**config.mk**
```make
export PLATFORM = sky130hd
export DESIGN_NAME = mixed_width_byte_port
export DESIGN_NICKNAME = d
export VERILOG_FILES = /design/src/rtl/bfp_pkg.sv /design/src/rtl/bfp_byte_fifo.sv /design/src/rtl/bfp_access_decode.sv /design/src/rtl/bfp_err_sticky.sv /design/src/rtl/mixed_width_byte_port.sv
export SDC_FILE = /design/constraint.sdc
export NUM_CORES = 1
export LEC_CHECK = 0
export BUFFER_PORTS_ARGS = -buffer_cell sky130_fd_sc_hd__clkbuf_2
export CORE_MARGIN = 4
export CORE_UTILIZATION = 35
export CTS_CLUSTER_SIZE = 30
export DETAILED_ROUTE_END_ITERATION = 12
export PLACE_DENSITY = 0.48
export SYNTH_ARGS = -nofsm -noshare
export SYNTH_HDL_FRONTEND = slang
export SYNTH_SLANG_ARGS = --single-unit
```
**constraint.sdc**
```tcl
create_clock -name clk -period 5.2 [get_ports clk]
set_input_delay 0.26 -clock clk [delete_from_list [all_inputs] [get_ports clk]]
set_output_delay 0.26 -clock clk [all_outputs]
set_load 0.005 [all_outputs]
```
**src/rtl/bfp_pkg.sv**
```systemverilog
package bfp_pkg;

   localparam int BYTE_W = 8;
   localparam int WORD_W = 16;

   // how many bytes move through a queue port in one cycle
   typedef enum logic [1:0] {
      XFER_NONE = 2'd0,
      XFER_ONE  = 2'd1,
      XFER_TWO  = 2'd2
   } xfer_t;

   // error events; acc in bit 0, ovf in bit 1, udf in bit 2
   typedef struct packed {
      logic udf;
      logic ovf;
      logic acc;
   } err_evt_t;

   localparam int ERR_N = 3;

endpackage

```
**src/rtl/bfp_byte_fifo.sv**
```systemverilog
module bfp_byte_fifo
   import bfp_pkg::*;
#(
   parameter  int DEPTH = 16,
   localparam int CNT_W = $clog2(DEPTH + 1),
   localparam int PTR_W = $clog2(DEPTH)
) (
   input  logic              clk,
   input  logic              rst_n,
   input  logic              clr,
   input  xfer_t             push_n,
   input  logic [BYTE_W-1:0] push_d0,
   input  logic [BYTE_W-1:0] push_d1,
   input  xfer_t             pop_n,
   output logic [BYTE_W-1:0] head0,
   output logic [BYTE_W-1:0] head1,
   output logic [CNT_W-1:0]  count,
   output logic              full,
   output logic              empty
);

   if (DEPTH < 2 || (DEPTH & (DEPTH - 1)) != 0) begin : g_bad_depth
      $error("bfp_byte_fifo: DEPTH must be a power of two and at least 2");
   end

   logic [PTR_W-1:0]  wr_ptr, rd_ptr, wr_ptr1, rd_ptr1;
   logic [CNT_W-1:0]  push_cnt, pop_cnt;
   logic              we0, we1;
   logic [BYTE_W-1:0] cells [DEPTH];

   assign push_cnt = CNT_W'(push_n);
   assign pop_cnt  = CNT_W'(pop_n);
   assign we0      = !clr && (push_n != XFER_NONE);
   assign we1      = !clr && (push_n == XFER_TWO);
   assign wr_ptr1  = wr_ptr + 1'b1;
   assign rd_ptr1  = rd_ptr + 1'b1;

   for (genvar i = 0; i < DEPTH; i++) begin : g_cell
      logic [BYTE_W-1:0] cell_q;
      always_ff @(posedge clk) begin
         if (we0 && wr_ptr == PTR_W'(i)) begin
            cell_q <= push_d0;
         end else if (we1 && wr_ptr1 == PTR_W'(i)) begin
            cell_q <= push_d1;
         end
      end
      assign cells[i] = cell_q;
   end

   always_ff @(posedge clk or negedge rst_n) begin
      if (!rst_n) begin
         wr_ptr <= '0;
         rd_ptr <= '0;
         count  <= '0;
      end else if (clr) begin
         wr_ptr <= '0;
         rd_ptr <= '0;
         count  <= '0;
      end else begin
         wr_ptr <= wr_ptr + PTR_W'(push_cnt);
         rd_ptr <= rd_ptr + PTR_W'(pop_cnt);
         count  <= count + push_cnt - pop_cnt;
      end
   end

   assign head0 = cells[rd_ptr];
   assign head1 = cells[rd_ptr1];
   assign full  = (count == CNT_W'(DEPTH));
   assign empty = (count == '0);

   // the decoder never asks for more bytes than there is room for
   p_push_fits_r8 : assert property (@(posedge clk) disable iff (!rst_n)
      !clr |-> push_cnt <= CNT_W'(DEPTH) - count);

   // the decoder never pops more bytes than are stored
   p_pop_avail_r9 : assert property (@(posedge clk) disable iff (!rst_n)
      !clr |-> pop_cnt <= count);

   // a clear leaves the queue empty on the next cycle
   p_clr_empties_r1 : assert property (@(posedge clk) disable iff (!rst_n)
      clr |=> empty && count == '0);

   // occupancy stays within the array
   p_count_bound_r11 : assert property (@(posedge clk) disable iff (!rst_n)
      count <= CNT_W'(DEPTH));

endmodule

```
**src/rtl/bfp_access_decode.sv**
```systemverilog
module bfp_access_decode
   import bfp_pkg::*;
#(
   parameter  int DEPTH = 16,
   localparam int CNT_W = $clog2(DEPTH + 1)
) (
   input  logic             cpu_req,
   input  logic             cpu_we,
   input  logic             cpu_wide,
   input  logic             cpu_odd,
   input  logic             fifo_clr,
   input  logic [CNT_W-1:0] tx_count,
   input  logic [CNT_W-1:0] rx_count,
   output xfer_t            tx_push_n,
   output xfer_t            rx_pop_n,
   output err_evt_t         evt
);

   logic             legal, wr_go, rd_go;
   logic [CNT_W-1:0] need, tx_free;

   always_comb begin
      need      = cpu_wide ? CNT_W'(2) : CNT_W'(1);
      tx_free   = CNT_W'(DEPTH) - tx_count;
      legal     = cpu_wide || !cpu_odd;
      wr_go     = cpu_req && cpu_we && !fifo_clr;
      rd_go     = cpu_req && !cpu_we && !fifo_clr;
      evt       = '0;
      evt.acc   = (wr_go || rd_go) && !legal;
      evt.ovf   = wr_go && legal && (tx_free < need);
      evt.udf   = rd_go && legal && (rx_count < need);
      tx_push_n = XFER_NONE;
      rx_pop_n  = XFER_NONE;
      if (wr_go && legal && !evt.ovf) begin
         tx_push_n = cpu_wide ? XFER_TWO : XFER_ONE;
      end
      if (rd_go && legal && !evt.udf) begin
         rx_pop_n = cpu_wide ? XFER_TWO : XFER_ONE;
      end
   end

endmodule

```
**src/rtl/bfp_err_sticky.sv**
```systemverilog
module bfp_err_sticky #(
   parameter int N = 3
) (
   input  logic         clk,
   input  logic         rst_n,
   input  logic [N-1:0] set,
   input  logic [N-1:0] w1c,
   output logic [N-1:0] q
);

   if (N < 1) begin : g_bad_n
      $error("bfp_err_sticky: N must be at least 1");
   end

   for (genvar i = 0; i < N; i++) begin : g_flag
      logic flag_q;
      always_ff @(posedge clk or negedge rst_n) begin
         if (!rst_n) begin
            flag_q <= 1'b0;
         end else if (set[i]) begin
            flag_q <= 1'b1;
         end else if (w1c[i]) begin
            flag_q <= 1'b0;
         end
      end
      assign q[i] = flag_q;

      // a flag stays up until its clear bit is written
      p_flag_sticky_r10 : assert property (@(posedge clk) disable iff (!rst_n)
         flag_q && !w1c[i] |=> flag_q);

      // an event wins over a simultaneous clear
      p_set_wins_r10 : assert property (@(posedge clk) disable iff (!rst_n)
         set[i] && w1c[i] |=> flag_q);
   end

endmodule

```
**src/rtl/mixed_width_byte_port.sv**
```systemverilog
module mixed_width_byte_port
   import bfp_pkg::*;
#(
   parameter  int DEPTH = 16,
   localparam int CNT_W = $clog2(DEPTH + 1)
) (
   input  logic              clk,
   input  logic              rst_n,
   input  logic              fifo_clr,
   input  logic              cpu_req,
   input  logic              cpu_we,
   input  logic              cpu_wide,
   input  logic              cpu_odd,
   input  logic [WORD_W-1:0] cpu_wdata,
   output logic [WORD_W-1:0] cpu_rdata,
   input  logic [ERR_N-1:0]  flag_clr,
   output logic              acc_err,
   output logic              ovf_err,
   output logic              udf_err,
   output logic              tx_valid,
   input  logic              tx_ready,
   output logic [BYTE_W-1:0] tx_data,
   input  logic              rx_valid,
   output logic              rx_ready,
   input  logic [BYTE_W-1:0] rx_data,
   output logic [CNT_W-1:0]  tx_count,
   output logic              tx_full,
   output logic              tx_empty,
   output logic [CNT_W-1:0]  rx_count,
   output logic              rx_full,
   output logic              rx_empty
);

   if (WORD_W != 2 * BYTE_W) begin : g_bad_word
      $error("mixed_width_byte_port: register must hold exactly two bytes");
   end

   xfer_t             tx_push_n, rx_pop_n, tx_pop_n, rx_push_n;
   err_evt_t          evt;
   logic [ERR_N-1:0]  flags;
   logic [BYTE_W-1:0] tx_head1, rx_head0, rx_head1;
   logic [BYTE_W-1:0] tx_d0;

   bfp_access_decode #(.DEPTH(DEPTH)) u_decode (
      .cpu_req   (cpu_req),
      .cpu_we    (cpu_we),
      .cpu_wide  (cpu_wide),
      .cpu_odd   (cpu_odd),
      .fifo_clr  (fifo_clr),
      .tx_count  (tx_count),
      .rx_count  (rx_count),
      .tx_push_n (tx_push_n),
      .rx_pop_n  (rx_pop_n),
      .evt       (evt)
   );

   // upper byte goes first for a wide write, the low byte for a narrow one
   assign tx_d0     = cpu_wide ? cpu_wdata[WORD_W-1:BYTE_W] : cpu_wdata[BYTE_W-1:0];
   assign tx_valid  = !tx_empty;
   assign tx_pop_n  = (tx_valid && tx_ready) ? XFER_ONE : XFER_NONE;
   assign rx_ready  = !rx_full;
   assign rx_push_n = (rx_valid && rx_ready) ? XFER_ONE : XFER_NONE;

   bfp_byte_fifo #(.DEPTH(DEPTH)) u_tx_fifo (
      .clk     (clk),
      .rst_n   (rst_n),
      .clr     (fifo_clr),
      .push_n  (tx_push_n),
      .push_d0 (tx_d0),
      .push_d1 (cpu_wdata[BYTE_W-1:0]),
      .pop_n   (tx_pop_n),
      .head0   (tx_data),
      .head1   (tx_head1),
      .count   (tx_count),
      .full    (tx_full),
      .empty   (tx_empty)
   );

   bfp_byte_fifo #(.DEPTH(DEPTH)) u_rx_fifo (
      .clk     (clk),
      .rst_n   (rst_n),
      .clr     (fifo_clr),
      .push_n  (rx_push_n),
      .push_d0 (rx_data),
      .push_d1 (rx_data),
      .pop_n   (rx_pop_n),
      .head0   (rx_head0),
      .head1   (rx_head1),
      .count   (rx_count),
      .full    (rx_full),
      .empty   (rx_empty)
   );

   // read unpacking: first popped byte lands in the upper half of a word
   always_comb begin
      unique case (rx_pop_n)
         XFER_TWO: cpu_rdata = {rx_head0, rx_head1};
         XFER_ONE: cpu_rdata = {{BYTE_W{1'b0}}, rx_head0};
         default:  cpu_rdata = '0;
      endcase
   end

   bfp_err_sticky #(.N(ERR_N)) u_flags (
      .clk   (clk),
      .rst_n (rst_n),
      .set   (evt),
      .w1c   (flag_clr),
      .q     (flags)
   );

   assign acc_err = flags[0];
   assign ovf_err = flags[1];
   assign udf_err = flags[2];

   // a stalled transmit byte stays offered and unchanged
   p_tx_hold_r12 : assert property (@(posedge clk) disable iff (!rst_n)
      tx_valid && !tx_ready && !fifo_clr |=> tx_valid && $stable(tx_data));

   // a legal wide read with no card beat drops the count by two
   p_word_pop_r4 : assert property (@(posedge clk) disable iff (!rst_n)
      cpu_req && !cpu_we && cpu_wide && !fifo_clr && rx_count >= CNT_W'(2)
      && !(rx_valid && rx_ready)
      |=> rx_count == $past(rx_count) - CNT_W'(2));

   // an odd byte read leaves the receive queue alone
   p_odd_no_pop_r7 : assert property (@(posedge clk) disable iff (!rst_n)
      cpu_req && !cpu_we && !cpu_wide && cpu_odd && !fifo_clr
      && !(rx_valid && rx_ready)
      |=> $stable(rx_count));

   // a clear wins over any concurrent traffic
   p_clr_wins_r13 : assert property (@(posedge clk) disable iff (!rst_n)
      fifo_clr |=> tx_count == '0 && rx_count == '0);

endmodule

```
==> reports/qor_table.md <==
| Parameter | This run | Unit |
|---|---|---|
| Number of pins exceeding their max-slew limit in the final report | 0 | - |
| Pleak | 5.72 | nW |
| Transition at the pin with the smallest max-transition slack | 1.07 | ns |
| Synth Net Count | 971 | - |
| Critical path startpoint | u_rx_fifo.rd_ptr[0] | - |
| Fillcell total | 3,835 | - |
| Relative slew slack | 28.5 | % |
| Flip-flop and latch area | 8420 | um2 |
| Largest net degree at the start of global routing | 49 | - |
| Cell breakdown of the critical path | buf_4 -> a21boi_0 -> o21ai_0 -> a21boi_0 -> nor4_1 -> o22ai_1 -> clkbuf_2 | - |
| Core region area | 41,900 | um2 |
| Most common cell after layout, fill and taps aside | sky130_fd_sc_hd__edfxtp_1 | - |
| Clock sink count | 285 | - |
| Status | finished clean | - |
| Maximum clock frequency | 250 | MHz |
| Synthesized area per cell | 16.5 | um2 |
| Distinct cell type count after synthesis | 52 | - |
| Root cell of the clock tree | sky130_fd_sc_hd__clkbuf_16 | - |
| Number of vias per cell | 5.34 | - |
| Data arrival time at the worst-slack endpoint | 3.73 | ns |
| Start point of the worst min-delay path | cpu_odd | - |
| Min-Delay Path Class | input pin to flop | - |
| Max-cap check violation count | 0 | - |
| Largest stage delay on the critical path | 0.67 | ns |
| Worst path required time | 4.94 | ns |
| Starting Density | 35.4 | % |
| Gr ovfl total | 0 | - |
| Wire length per cell after detailed routing | 24.5 | um |
| Post-layout net count | 1,039 | - |
| Fraction of registers with async set/reset | 10.2 | % |
| Skew-Pair Late Insertion Delay | 0.54 | ns |
| Number of buffers added by the clock tree synthesis step | 35 | - |
| Shortest clock period the worst path allows after layout | 3.99 | ns |
| Clock Path Buffers | 3 | - |
| Kind of cell adding the most delay to the critical path | compound AO/OA/AOI/OAI gates | - |
| GR Util met3 | 2.30 | % |
| Cell depth of the worst setup path | 7 | - |
| All-Layer GR Usage | 16.4 | % |
| Hold slack final | 0.0319 | ns |
| Flip-flop and latch count after synthesis | 285 | - |
| Share of final-layout standard cells stronger than drive strength 1 | 41.1 | % |
| Number of rows created at floorplan | 75 | - |
| Crit-path max FO | 48 | - |
| Critical Path Source Type | flop | - |
| Portion of the post-synthesis area used by sequential elements | 56.7 | % |
| Slowest stage cell on the critical path | sky130_fd_sc_hd__buf_4 | - |
| Total number of yosys warnings | 0 | - |
| Number of placed I/O pins | 79 | - |
| Antenna Violating Nets Remaining | 0 | - |
| Post-detailed-routing wire length | 37,500 | um |
| Detailed Place HPWL | 25,200 | um |
| Netlist area before placement | 14,800 | um2 |
| Setup repair after global routing missed its margin | false | - |
| Most heavily used metal layer in global routing | met2 | - |
| CP Buf/Inv Count | 2 | - |
| DRC violations left | 0 | - |
| P per Cell Area | 377 | nW/um2 |
| Quantity of I/O buffers inserted on ports | 78 | - |
| Most used cells in the layout excluding fill and tap cells | 256 x sky130_fd_sc_hd__edfxtp_1, 128 x sky130_fd_sc_hd__mux2_2, 104 x sky130_fd_sc_hd__mux4_2 | - |
| Number of global-route vias before repair | 8,787 | - |
| Worst-path clk slew | 0.05 | ns |
| GPL Wtd Cong | 0.844 | - |
| Post-CTS repair timing setup buffer count | 0 | - |
| Vias | 8,192 | - |
| Crit end category | primary output | - |
| Post-Route Setup TNS | 0 | ns |
| DRT iter0 DRCs | 450 | - |
| Pre-Repair DR Iteration Count | 5 | - |
| Die boundary height | 214 | um |
| CTS H-Tree Depth | 2 | - |
| Post-Synthesis Cells | 901 | - |
| Final critical-path share of the clock period | 76.8 | % |
| Hold Path Stages | 2 | - |
| Top cell by count, worst path | sky130_fd_sc_hd__a21boi_0 | - |
| Post-synth EDFFs | 256 | - |
| Setup Skew | 0.0191 | ns |
| Total area of multi-input combinational cells | 6060 | um2 |
| Layout-stage area growth over the synthesis result | 14.1 | % |
| Slack of the worst reg-to-reg path | 1.75 | ns |
| Ant. Diodes | 0 | - |
| Total count of hold-check failures in the final report | 0 | - |
| Width of the die | 214 | um |
| Initial antenna violation count | 0 | - |
| Primary FF master, synth | sky130_fd_sc_hd__edfxtp_1 | - |
| CTS tree | built | - |
| Number of cells traversed by the worst register-to-register path | 9 | - |
| Final number of setup-violating endpoints | 0 | - |
| Grt met1 use | 21.5 | % |
| Die Footprint | 45,800 | um2 |
| Worst vdd rail ir drop | 228 | uV |
| Category of the most critical setup path | flop to primary output | - |
| Global-route wire length before repair | 57,100 | um |
| Start of the worst register-to-register path | u_tx_fifo.count[2] | - |
| Met2 Use GR | 28.2 | % |
[sequential cells by signal, summed over array words and instances, names as in the netlist]
signal	count
u_tx_fifo.count	5
u_rx_fifo.wr_ptr	4
u_rx_fifo.g_cell.cell_q	128
u_tx_fifo.wr_ptr	4
u_flags.g_flag.flag_q	3
u_rx_fifo.rd_ptr	4
u_rx_fifo.count	5
u_tx_fifo.rd_ptr	4
u_tx_fifo.g_cell.cell_q	128
[final timing paths]
kind,to
max,cpu_rdata[0]
min,u_flags.g_flag[0].flag_q
max reg2reg,u_tx_fifo.g_cell[1].cell_q[4]
min reg2reg,u_flags.g_flag[2].flag_q
max in group asynchronous,u_rx_fifo.rd_ptr[0]
min in group asynchronous,u_rx_fifo.count[4]
[per-stage QoR]
step	area [um2]	total power, mW	setup WS [ns]	instances	utilization, %
floorplan	14800	3.61	1.80	901	-
global placement	15700	4.02	1.35	1466	37.5
detailed placement	15700	4.02	1.27	1466	37.5
CTS	16900	6.50	1.21	1533	40.4
global route	16900	6.72	0.840	1533	40.4
finish	16900	6.39	1.21	1533	40.4
[logic make-up (layout without fill, tap and decap cells)]
group	count (synthesis)	count (layout)	share of synthesized area, %
AND/OR/NAND/NOR	168	168	7.02
XOR/XNOR	16	16	0.944
AO/OA/AOI/OAI	67	67	3.37
adder cells (fa/ha/maj)	34	34	3.07
multiplexers	240	240	26.3
flip-flops	285	285	56.7
buffers and inverters	91	184	2.60
[layer usage]
metal	up-vias	routed length (um)
met4	0	964
met3	53	1350
met1	4237	16400
met5	-	0
li1	3726	-
met2	176	18800
[synthesized netlist by cell type (11+ instances only)]
cell                         n  area, um2
sky130_fd_sc_hd__inv_1      26       97.6
sky130_fd_sc_hd__a21boi_0   17        128
sky130_fd_sc_hd__mux2_2    128       1440
sky130_fd_sc_hd__ha_1       30        375
sky130_fd_sc_hd__clkbuf_1   38        143
sky130_fd_sc_hd__nor2_1     54        203
sky130_fd_sc_hd__edfxtp_1  256       7690
sky130_fd_sc_hd__mux4_2    104       2340
sky130_fd_sc_hd__xnor2_1    12        105
sky130_fd_sc_hd__nor2b_1    37        231
sky130_fd_sc_hd__nor3_4     11        179
sky130_fd_sc_hd__nand2_1    11       41.3
sky130_fd_sc_hd__dfrtp_1    29        726
sky130_fd_sc_hd__buf_2      15       75.1
[power breakdown]
part | leakage [nW] | switching [mW] | internal [mW]
Clock | 0.565 | 0.957 | 1.48
Sequential | 2.69 | 0.124 | 2.57
Combinational | 2.46 | 0.617 | 0.638
[repair_timing]
action / CTS / global route
hold buffers: 5 / 0
hold endpoints to repair: 32 / 0
gates resized for setup: 0 / 0
[layout make-up]
type	count	share of cell area, %
Timing Repair Buffer	96	3.18
Multi-Input combinational cell	525	35.8
Clock inverter	18	1.18
Sequential cell	285	49.7
Tap cell	539	3.98
Inverter	26	0.576
Clock buffer	44	5.56
No activity file was read; power rests on OpenSTA's default activity.
